File: src/rtl/afu_pkg.sv
package afu_pkg;
  localparam int BYTE_W    = 8;
  localparam int NUM_LANES = 3;
  localparam int DATA_W    = BYTE_W << (NUM_LANES - 1);
  localparam int NIB_W     = 4;
  localparam int SEL_W     = $clog2(NUM_LANES);
  localparam int FLAG_W    = 6;

  typedef enum logic [1:0] {
    OP_ADD = 2'd0,
    OP_ADC = 2'd1,
    OP_SUB = 2'd2,
    OP_SBC = 2'd3
  } arith_op_e;

  typedef enum logic [1:0] {
    SZ_BYTE = 2'd0,
    SZ_WORD = 2'd1,
    SZ_LONG = 2'd2,
    SZ_WIDE = 2'd3
  } op_size_e;

  typedef struct packed {
    logic             subtract;
    logic             carryIn;
    logic             holdHalf;
    logic             load;
    logic [SEL_W-1:0] laneSel;
  } ctrl_strobe_t;

  typedef struct packed {
    logic s;
    logic z;
    logic h;
    logic v;
    logic n;
    logic c;
  } flag_set_t;
endpackage

File: src/rtl/afu_ctrl.sv
module afu_ctrl
  import afu_pkg::*;
(
  input  logic [1:0]   opSel,
  input  logic [1:0]   opSize,
  input  logic         flagWr,
  output ctrl_strobe_t strobe
);
  arith_op_e opKind;
  op_size_e  sizeKind;

  always_comb begin
    opKind   = arith_op_e'(opSel);
    sizeKind = op_size_e'(opSize);
    strobe.subtract = (opKind == OP_SUB) || (opKind == OP_SBC);
    strobe.carryIn  = (opKind == OP_ADC) || (opKind == OP_SBC);
    strobe.load     = flagWr;
    unique case (sizeKind)
      SZ_BYTE: strobe.laneSel = SEL_W'(0);
      SZ_WORD: strobe.laneSel = SEL_W'(1);
      default: strobe.laneSel = SEL_W'(NUM_LANES - 1);
    endcase
    strobe.holdHalf = (strobe.laneSel == SEL_W'(NUM_LANES - 1));
  end
endmodule

File: src/rtl/afu_datapath.sv
module afu_datapath
  import afu_pkg::*;
(
  input  logic              clk,
  input  logic              rst_n,
  input  logic [DATA_W-1:0] dstOp,
  input  logic [DATA_W-1:0] srcOp,
  input  ctrl_strobe_t      strobe,
  output logic [DATA_W-1:0] result,
  output flag_set_t         flagReg
);
  logic              cin;
  logic [DATA_W-1:0] laneRes [NUM_LANES];
  logic              laneC   [NUM_LANES];
  logic              laneS   [NUM_LANES];
  logic              laneV   [NUM_LANES];
  logic [NIB_W:0]    nibSum;
  flag_set_t         nextFlags;

  assign cin = strobe.carryIn & flagReg.c;

  for (genvar k = 0; k < NUM_LANES; k++) begin : g_lane
    localparam int LW = BYTE_W << k;
    logic [LW-1:0] aOp;
    logic [LW-1:0] bOp;
    logic [LW:0]   ext;
    always_comb begin
      aOp = dstOp[LW-1:0];
      bOp = srcOp[LW-1:0];
      if (strobe.subtract)
        ext = {1'b0, aOp} - {1'b0, bOp} - {{LW{1'b0}}, cin};
      else
        ext = {1'b0, aOp} + {1'b0, bOp} + {{LW{1'b0}}, cin};
    end
    assign laneRes[k] = DATA_W'(ext[LW-1:0]);
    assign laneC[k]   = ext[LW];
    assign laneS[k]   = ext[LW-1];
    assign laneV[k]   = strobe.subtract
                      ? ((aOp[LW-1] != bOp[LW-1]) && (ext[LW-1] != aOp[LW-1]))
                      : ((aOp[LW-1] == bOp[LW-1]) && (ext[LW-1] != aOp[LW-1]));
  end

  always_comb begin
    if (strobe.subtract)
      nibSum = {1'b0, dstOp[NIB_W-1:0]} - {1'b0, srcOp[NIB_W-1:0]} - {{NIB_W{1'b0}}, cin};
    else
      nibSum = {1'b0, dstOp[NIB_W-1:0]} + {1'b0, srcOp[NIB_W-1:0]} + {{NIB_W{1'b0}}, cin};
  end

  assign result = laneRes[strobe.laneSel];

  always_comb begin
    nextFlags.s = laneS[strobe.laneSel];
    nextFlags.z = (result == '0);
    nextFlags.h = strobe.holdHalf ? flagReg.h : nibSum[NIB_W];
    nextFlags.v = laneV[strobe.laneSel];
    nextFlags.n = strobe.subtract;
    nextFlags.c = laneC[strobe.laneSel];
  end

  always_ff @(posedge clk or negedge rst_n) begin
    if (!rst_n)           flagReg <= '0;
    else if (strobe.load) flagReg <= nextFlags;
  end

  // bits above a byte-wide result stay clear
  always_comb begin
    if (rst_n && strobe.laneSel == SEL_W'(0))
      assert_upper_clear_R1: assert (result[DATA_W-1:BYTE_W] == '0);
  end

  assert_flags_hold_R9: assert property (@(posedge clk) disable iff (!rst_n)
    !strobe.load |=> $stable(flagReg));

  assert_half_kept_R6: assert property (@(posedge clk) disable iff (!rst_n)
    (strobe.load && strobe.holdHalf) |=> flagReg.h == $past(flagReg.h));

  assert_sub_flag_R8: assert property (@(posedge clk) disable iff (!rst_n)
    strobe.load |=> flagReg.n == $past(strobe.subtract));

  assert_zero_flag_R4: assert property (@(posedge clk) disable iff (!rst_n)
    strobe.load |=> flagReg.z == ($past(result) == '0));
endmodule

File: src/rtl/afu_cond.sv
module afu_cond
  import afu_pkg::*;
(
  input  logic      rst_n,
  input  flag_set_t flags,
  input  logic [3:0] condCode,
  output logic      condTaken
);
  logic signLess;
  logic baseHit;

  assign signLess = flags.s ^ flags.v;

  always_comb begin
    unique case (condCode[2:0])
      3'd0: baseHit = 1'b0;
      3'd1: baseHit = signLess;
      3'd2: baseHit = flags.z | signLess;
      3'd3: baseHit = flags.c | flags.z;
      3'd4: baseHit = flags.v;
      3'd5: baseHit = flags.s;
      3'd6: baseHit = flags.z;
      default: baseHit = flags.c;
    endcase
  end

  assign condTaken = baseHit ^ condCode[3];

  always_comb begin
    if (rst_n && condCode == 4'd8)
      assert_always_true_R11: assert (condTaken);
    if (rst_n && condCode == 4'd0)
      assert_never_true_R10: assert (!condTaken);
    if (rst_n && condCode == 4'd6)
      assert_zero_code_R10: assert (condTaken == flags.z);
  end
endmodule

File: src/rtl/arith_flag_unit.sv
module arith_flag_unit
  import afu_pkg::*;
(
  input  logic        clk,
  input  logic        rst_n,
  input  logic [31:0] dstOp,
  input  logic [31:0] srcOp,
  input  logic [1:0]  opSize,
  input  logic [1:0]  opSel,
  input  logic        flagWr,
  input  logic [3:0]  condCode,
  output logic [31:0] result,
  output logic [5:0]  flagsOut,
  output logic        condTaken
);
  ctrl_strobe_t strobe;
  flag_set_t    flagReg;

  afu_ctrl u_ctrl (
    .opSel  (opSel),
    .opSize (opSize),
    .flagWr (flagWr),
    .strobe (strobe)
  );

  afu_datapath u_dp (
    .clk     (clk),
    .rst_n   (rst_n),
    .dstOp   (dstOp),
    .srcOp   (srcOp),
    .strobe  (strobe),
    .result  (result),
    .flagReg (flagReg)
  );

  afu_cond u_cond (
    .rst_n     (rst_n),
    .flags     (flagReg),
    .condCode  (condCode),
    .condTaken (condTaken)
  );

  assign flagsOut = flagReg;
endmodule

File: config.mk
export PLATFORM = sky130hd
export DESIGN_NAME = arith_flag_unit
export DESIGN_NICKNAME = d
export VERILOG_FILES = /design/src/rtl/afu_pkg.sv /design/src/rtl/afu_ctrl.sv /design/src/rtl/afu_datapath.sv /design/src/rtl/afu_cond.sv /design/src/rtl/arith_flag_unit.sv
export SDC_FILE = /design/constraint.sdc
export NUM_CORES = 1
export LEC_CHECK = 0
export ABC_AREA = 1
export BUFFER_PORTS_ARGS = -buffer_cell sky130_fd_sc_hd__buf_2
export CAP_MARGIN = 10
export CORE_ASPECT_RATIO = 0.75
export CORE_UTILIZATION = 60
export CTS_CLUSTER_DIAMETER = 50
export CTS_CLUSTER_SIZE = 10
export DETAILED_ROUTE_END_ITERATION = 6
export PLACE_DENSITY = 0.84
export SLEW_MARGIN = 5
export SYNTH_ARGS = -nofsm -noshare
export SYNTH_HDL_FRONTEND = slang
export SYNTH_SLANG_ARGS = --single-unit
File: constraint.sdc
create_clock -name clk -period 3.2 [get_ports clk]
set_input_delay 0.64 -clock clk [delete_from_list [all_inputs] [get_ports clk]]
set_output_delay 0.64 -clock clk [all_outputs]
set_load 0.02 [all_outputs]
==> qor.yml, run 1 <==
floorplan:
  fp.dieH_um: 94.2
  ios: 114
  dieWidth_um: 125
  initial_utilization_pct: 61.9
  fp-row-count: 33
grt:
  grt_max_degree: 30
sta:
  worstEpCategory: "top-level output"
  worst_endpoint: "result[31]"
status:
  lastStage: "5_1_grt"
  error_line: "[ERROR DPL-0038] Utilization greater than 100%, impossible to legalize"
  outcome: "stopped before the end"
clocking:
  htree_levels: 1
  clock_path_buffers: 2
  cts_sinks: 6
  cts_hold_buf: 0
  cts_made_buffers: 3
  cts_root_buf: "clkbuf_16"
logic_synthesis:
  yosysSeqAreaShare_pct: 2.21
  syn_avg_cell_area_sq_um: 4.92
  netlist_area_sq_um: 6800
  ys_top_cells_by_area: "nand2_1 (25%), inv_1 (19%), ha_1 (17%), nand3_1 (11%), nor2_1 (6.2%)"
  synth_edf_count: 0
  synth_seq_cells: 6
  synth_async_sr_flop_share_pct: 100
  yosysMostFrequentCell: "nand2_1"
  synth_top_area_share_pct: 25.5
  yosys-top-cells-count: "nand2_1 (461), inv_1 (351), nand3_1 (154)"
  ys_types: 40
  yosysWarnings: 0
  yosysTopAreaCell: "nand2_1"
  syn_nets: 1552
  synth_flop_cell: "dfrtp_1"
  synthCells: 1380
placement:
  hpwlAfterDp_um: 23200
  gp_routability_congestion: 0.998
  post-place-cells: 1823
  io_buffers: 113
  postPlaceCellArea_sq_um: 8990
==> cell families after synthesis <==
kind of cell             after synthesis  synth area share (%)
AND/OR/NAND/NOR                      800                  49.8
buffers and inverters                376                  21.0
adder cells (fa/ha/maj)               97                  18.3
AO/OA/AOI/OAI                         96                  8.03
flip-flops                             6                  2.21
XOR/XNOR                               5                 0.645
==> stage by stage <==
step	hold WS (ns)	setup TNS [ns]	setup slack [ns]	utilization, %
floorplan	0.344	0	0.0318	-
global placement	0.463	-4.56	-0.285	81.8
detailed placement	0.471	-7.06	-0.362	81.8
CTS	0.236	-2.88	-0.210	91.9
==> timing repair <==
action,in CTS
buffers inserted,30
gates cloned,0
pin swaps,45
resized for setup,180
setup endpoints to repair,30
==> run 2: changes to the inputs <==
- CORE_ASPECT_RATIO: 0.75 -> default
- CORE_UTILIZATION: 60 -> 40
- CTS_CLUSTER_DIAMETER: 50 -> default
- CTS_CLUSTER_SIZE: 10 -> default
- PLACE_DENSITY: 0.84 -> default
- PLACE_DENSITY_LB_ADDON: default -> 0.15
==> run 2 against run 1 <==
  * The flow now finishes, with violations (negative setup slack)
  * Synthesized cell count stayed put
  * Area after synthesis stayed put
==> qor.yml, run 2 <==
logic_synthesis:
  ys_types: 40  # unchanged
  syn_avg_cell_area_sq_um: 4.92  # unchanged
  synth_adder_area_share_pct: 18.3  # unchanged
  yosysWarnings: 0  # unchanged
  synthXorXnorAreaFrac_pct: 0.644  # unchanged
  synth_compound_area_share_pct: 8.03  # unchanged
  synth_top_family_by_area: "simple AND/OR/NAND/NOR gates"  # unchanged
  synth_edf_count: 0  # unchanged
  muxShareOfSynthArea_pct: 0  # unchanged
  synth_async_sr_flop_share_pct: 100  # unchanged
  syn_nets: 1552  # unchanged
  yosysSeqAreaShare_pct: 2.21  # unchanged
  synth_flop_cell: "dfrtp_1"  # unchanged
  yosysMostFrequentCell: "nand2_1"  # unchanged
  synthCells: 1380  # unchanged
  yosys-top-cells-count: "nand2_1 (461), inv_1 (351), nand3_1 (154)"  # unchanged
  synth_seq_cells: 6  # unchanged
  ys_top_cells_by_area: "nand2_1 (25%), inv_1 (19%), ha_1 (17%), nand3_1 (11%), nor2_1 (6.2%)"  # unchanged
  synth-simple-area-share_pct: 49.8  # unchanged
  synth_top_area_share_pct: 25.5  # unchanged
  yosysTopAreaCell: "nand2_1"  # unchanged
  netlist_area_sq_um: 6800  # unchanged
setup_path:
  crit_path_start_kind: "input pin"
  worst_path_max_delay_cell: "fa_1"
  critPathMaxStageDelay_ns: 0.60
  crit_family: "adder cells"
  critPathMaxFanout: 3
  crit_buf_inv: 6
  rrSetupSlack_ns: 0.23
  arrival_ns: 2.74
  worst-setup-path-type: "input pin to output pin"
  endpoint_kind: "output pin"
  crit_required_ns: 2.56
  cp_cell_sequence: "buf_4 > fa_1 > inv_2 > ha_4 > nor2_4 > inv_2 > nand2_2 > nand3_2 > nand2_2 > nand2_4 > buf_4 > nand2_2 > nand3_2 > nand3_2 > inv_2 > buf_6"
finish:
  largest_register_ffs: 6
  regMostFlops: "u_dp.flagReg"
  drive_gt1_share_pct: 42.2
  reg_top3: "u_dp.flagReg: 6 flops"
  multi_input_area_sq_um: 6850
  nNetsFinal: 1917
  final_common_cell: "nand2_1"
  final_cell_mix: "nand2_1 (373), inv_1 (294), buf_4 (251)"
  fill_cells: 1540
  area_growth_pct: 68.3
  diodes: 0
  seq_area_sq_um: 150
pwr:
  ir_drop_mv: 0.265
  p_leak_nw: 6.60
  p_per_area_nw_per_um2: 280
grt:
  grt_max_degree: 29
  grt_pass1_vias: 9216
  use_met3_pct: 3.19
  grtUsageMet2_pct: 53.7
  overflow: 0
  top_usage_layer: "met2"
  antenna_found_initial: 0
  track_usage_pct: 31.7
  grt_pass1_wl_um: 44300
  met1_usage_pct: 42.1
clocking:
  insertion_delay_ns: 0.23
  cts_made_buffers: 3  # unchanged
  cts_sinks: 6  # unchanged
  path_clk_slew_ns: 0.03
  cts_hold_buf: 0  # unchanged
  htree_levels: 1  # unchanged
  clock_path_buffers: 2  # unchanged
  cts_root_buf: "clkbuf_16"  # unchanged
  tritoncts: "built"
floorplan:
  die_area_sq_um: 17500
  dieWidth_um: 132  # was 125 um
  fp.dieH_um: 132  # was 94.2 um
  initial_utilization_pct: 41.0  # was 61.9%
  fp-row-count: 47  # was 33
  coreArea_sq_um: 16600
  ios: 114  # unchanged
sta:
  final.period_utilization_pct: 106
  maxSlewViolCount: 0
  timing.fmax_mhz: 296
  slew_headroom_pct: 53.7
  grt_setup_unrepaired: "true"
  hold_viol: 0
  min_period_ns: 3.38
  holdWs_ns: 0.228
  final.setup.worst_slack_ns: -0.177
  worstMarginPinSlew_ns: 0.695
  skew_ns: 0.00183
  setup_violations: 20
drt:
  avgRoutedWirePerCell_um: 14.7
  first_iter_violations: 650
  wl_um: 28800
  viasPerCell: 4.94
  via_count: 9706
  ant_nets: 0
  dr.pass1.iters: 5
  drc_errors: 0
placement:
  dp_slack_ns: -0.372  # was -0.362 ns
  io_buffers: 113  # unchanged
  hpwlAfterDp_um: 23400  # was 23200 um
  gp_routability_congestion: 0.954  # was 0.998
min_path:
  min_path_type: "input pin to asynchronous set/reset pin"
status:
  violations: "negative setup slack"
  outcome: "finished, violations left"  # was stopped before the end
job:
  cap_violations: 0
-- run 2: cell counts after synthesis --
No cell type changed its count.
-- run 2: power breakdown --
part | total [mW] | internal [mW] | switching (mW)
clock network | 0.204 | 0.160 | 0.0433
logic | 2.90 | 1.26 | 1.64
registers | 0.0938 | 0.0862 | 0.00764
total | 3.20 | 1.51 | 1.69
-- run 2: final cells by class --
class	instances	share of cell area, %
Multi-Input combinational cell	998	59.9
Timing Repair Buffer	371	23.7
Sequential cell	6	1.31
Inverter	365	12.0
Clock buffer	3	0.657
Tap cell	220	2.41
-- run 2: path summary, 6_finish.rpt --
check,from,end,cells past startpoint
setup / recovery,dstOp[0],result[13],16
min in group clk,u_dp.flagReg[1],u_dp.flagReg[1],2
max in group asynchronous,rst_n,u_dp.flagReg[0],1
hold / removal,rst_n,u_dp.flagReg[1],1
hold reg to reg,u_dp.flagReg[1],u_dp.flagReg[1],2
setup reg to reg,u_dp.flagReg[0],u_dp.flagReg[2],20
-- run 2: logic make-up (layout without fill, tap and decap cells) --
kind of cell | Yosys count | after routing
AO/OA/AOI/OAI | 96 | 96
XOR/XNOR | 5 | 5
adder cells (fa/ha/maj) | 97 | 97
buffers and inverters | 376 | 739
flip-flops | 6 | 6
AND/OR/NAND/NOR | 800 | 800
-- run 2: metrics by stage --
stage | util (%) | cells | power (mW) | cell area (sq um) | TNS [ns]
detailed placement | 56.1 | 1929 | 2.29 | 9300 | -7.58
global placement | 56.1 | 1929 | 2.27 | 9300 | -7.12
floorplan | - | 1380 | 1.34 | 6800 | 0
CTS | 64.0 | 1947 | 2.86 | 10600 | -1.92
global route | 68.9 | 1963 | 3.44 | 11400 | -3.89
finish | 68.9 | 1963 | 3.20 | 11400 | -1.44
-- run 2: layer usage --
metal | share of wire, % | wire [um]
met3 | 6.5 | 1880
met1 | 44 | 12700
met4 | 3.0 | 869
met2 | 46 | 13400
met5 | 0 | 0
-- run 2: repair_timing --
| item | in CTS | in global routing |
|---|---|---|
| setup endpoints to repair | 30 | 31 |
| cloned | 0 | 0 |
| buffers inserted | 16 | 18 |
| pin swaps | 76 | 72 |
| resized for setup | 254 | 196 |
No activity file was read; power rests on OpenSTA's default activity.
==> run 3: changes to the inputs <==
- CORE_ASPECT_RATIO: default -> 2
==> run 3 against run 2 <==
  * The flow still finishes with violations (negative setup slack)
  * Combinational power is 2% higher
  * Sequential share of layout area hardly changed
  * Routed wire length is 15% higher
  * Clock power hardly changed
  * Critical path type unchanged
==> qor.yml, run 3 (same netlist as run 2, synthesis figures left out) <==
pwr:
  p_per_area_nw_per_um2: 284  # was 280 nW/um^2
  p_leak_nw: 6.66  # was 6.60 nW
  ir_drop_mv: 0.239  # was 0.265 mV
finish:
  largest_register_ffs: 6  # unchanged
  seq_area_sq_um: 150  # unchanged
  fill_cells: 1643  # was 1540
  finish.utilization_pct: 68.4  # was 68.9%
  design_area_sq_um: 11400  # about the same
  area_growth_pct: 67.9  # was 68.3%
  reg_top3: "u_dp.flagReg: 6 flops"  # unchanged
  drive_gt1_share_pct: 40.0  # was 42.2%
  final_cell_mix: "nand2_1 (388), inv_1 (310), buf_4 (269)"  # was nand2_1 (373), inv_1 (294), buf_4 (251)
  multi_input_area_sq_um: 6740  # was 6850 sq um
  diodes: 0  # unchanged
  nNetsFinal: 1932  # was 1917
  finalNonFillerCells: 1965  # was 1963
  regMostFlops: "u_dp.flagReg"  # unchanged
  final_common_cell: "nand2_1"  # unchanged
setup_path:
  r2r_start: "u_dp.flagReg[0]"  # unchanged
  crit_required_ns: 2.56  # about the same
  cp_cell_sequence: "buf_2 > inv_1 > ha_1 > inv_2 > ha_4 > nand2_2 > inv_1 > nand2_1 > inv_1 > nand2_1 > buf_4 > nand4_1 > nand3_1 > nand3_2 > inv_1 > buf_2"  # was buf_4 > fa_1 > inv_2 > ha_4 > nor2_4 > inv_2 > nand2_2 > nand3_2 > nand2_2 > nand2_4 > buf_4 > nand2_2 > nand3_2 > nand3_2 > inv_2 > buf_6
  crit_path_start_kind: "input pin"  # unchanged
  reg2regPathDepth: 19  # was 20
  critPathMaxStageDelay_ns: 0.31  # was 0.60 ns
  worst-setup-path-type: "input pin to output pin"  # unchanged
  worst_path_max_delay_cell: "ha_1"  # was fa_1
  r2r_end: "u_dp.flagReg[4]"  # was u_dp.flagReg[2]
  rrSetupSlack_ns: 0.13  # was 0.23 ns
  critPathMaxFanout: 5  # was 3
  endpoint_kind: "output pin"  # unchanged
  cp_common_cell: "inv_1"
  arrival_ns: 2.72  # was 2.74 ns
sta:
  hold_viol: 0  # unchanged
  worstMarginPinSlew_ns: 0.632  # was 0.695 ns
  final.setup.worst_slack_ns: -0.162  # was -0.177 ns
  maxSlewViolCount: 0  # unchanged
  skew_ns: 0.00108  # was 0.00183 ns
  timing.fmax_mhz: 297  # was 296 MHz
  finalSetupTns_ns: -2.16  # was -1.44 ns
  final.period_utilization_pct: 105  # was 106%
  grt_setup_unrepaired: "true"  # unchanged
  min_period_ns: 3.36  # was 3.38 ns
  holdWs_ns: 0.230  # was 0.228 ns
  slew_headroom_pct: 57.9  # was 53.7%
  setup_violations: 23  # was 20
grt:
  antenna_found_initial: 0  # unchanged
  grt_pass1_wl_um: 48300  # was 44300 um
  overflow: 0  # unchanged
  grt_max_degree: 26  # was 29
  grt_pass1_vias: 9785  # was 9216
  track_usage_pct: 36.5  # was 31.7%
drt:
  first_iter_violations: 365  # was 650
  wl_um: 33000  # was 28800 um
  dr.pass1.iters: 5  # unchanged
  viasPerCell: 5.02  # was 4.94
  drc_errors: 0  # unchanged
  avgRoutedWirePerCell_um: 16.8  # was 14.7 um
  via_count: 9862  # was 9706
  ant_nets: 0  # unchanged
placement:
  hpwlAfterDp_um: 27500  # was 23400 um
  post-place-cells: 1935  # was 1929
  io_buffers: 113  # unchanged
  postPlaceCellArea_sq_um: 9420  # was 9300 sq um
  gp_routability_congestion: 0.986  # was 0.954
min_path:
  min_path_type: "input pin to asynchronous set/reset pin"  # unchanged
floorplan:
  fp-row-count: 67  # was 47
  coreArea_sq_um: 16700  # was 16600 sq um
  fp.dieH_um: 186  # was 132 um
  die_area_sq_um: 17500  # about the same
  ios: 114  # unchanged
  initial_utilization_pct: 40.7  # was 41.0%
  dieWidth_um: 94.2  # was 132 um
status:
  outcome: "finished, violations left"  # unchanged
  violations: "negative setup slack"  # unchanged
clocking:
  path_clk_slew_ns: 0.03  # about the same
  clock_path_buffers: 2  # unchanged
  cts_root_buf: "clkbuf_16"  # unchanged
  tritoncts: "built"  # unchanged
  htree_levels: 1  # unchanged
  cts_made_buffers: 3  # unchanged
  cts_sinks: 6  # unchanged
  insertion_delay_ns: 0.23  # about the same
job:
  cap_violations: 0  # unchanged
[run 3: changes by cell type in the layout (fill, tap and decap cells not counted), sizes merged]
cell    delta
inv        -1
buf       +15
clkinv     +1
[run 3: worst max path at each step]
stage / from / cells after the start / to / slack [ns]
3_5_place_dp: opSel[0] / 18 / result[29] / -0.42
5_1_grt: dstOp[27] / 17 / result[31] / -0.31
6_report: dstOp[8] / 16 / result[11] / -0.16
3_3_place_gp: opSel[0] / 18 / result[25] / -0.40
4_1_cts: opSel[0] / 18 / result[31] / -0.16
2_1_floorplan: opSel[0] / 14 / result[28] / 0.03
[run 3: metrics by stage]
| step | power [mW] | setup WS [ns] |
|---|---|---|
| 6_report | 3.24 | -0.162 |
| 5_1_grt | 3.48 | -0.314 |
| 4_1_cts | 2.92 | -0.161 |
| 3_5_place_dp | 2.40 | -0.417 |
| 3_3_place_gp | 2.38 | -0.395 |
| 2_1_floorplan | 1.34 | 0.0318 |
[run 3: area by class of cell]
class / count / share of cell area [%]
clock buffers: 3 / 0.658
well taps: 207 / 2.27
flip-flops and latches: 6 / 1.32
inverters: 365 / 12.1
multi-input cells: 998 / 59.1
repair buffers: 386 / 24.6
[run 3: where the power goes]
part,leakage [nW],switching [mW],internal (mW)
clock network,0.0370,0.0437,0.161
registers,0.0731,0.00804,0.0862
logic,6.55,1.67,1.28
total,6.66,1.72,1.53
[run 3: worst max-delay path: cells and delay by family]
kind,cells,cell delay (ns)
and+or+nand+nor,6,0.70
adders and majority gates,2,0.62
buffers and inverters,8,0.76
[run 3: repair_timing]
item / CTS / global route
gates resized for setup: 214 / 181
buffers inserted: 14 / 14
hold buffers: 0 / 0
setup endpoints to repair: 30 / 29
pin swaps: 42 / 55
[run 3: layer usage]
layer | vias to the layer above | part of all wire (%) | track usage [%]
met2 | 354 | 52 | 68.9
met1 | 4380 | 31 | 30.3
li1 | 4954 | - | -
met5 | - | 0 | 0
met4 | 0 | 13 | 38.2
met3 | 174 | 4.0 | 3.42
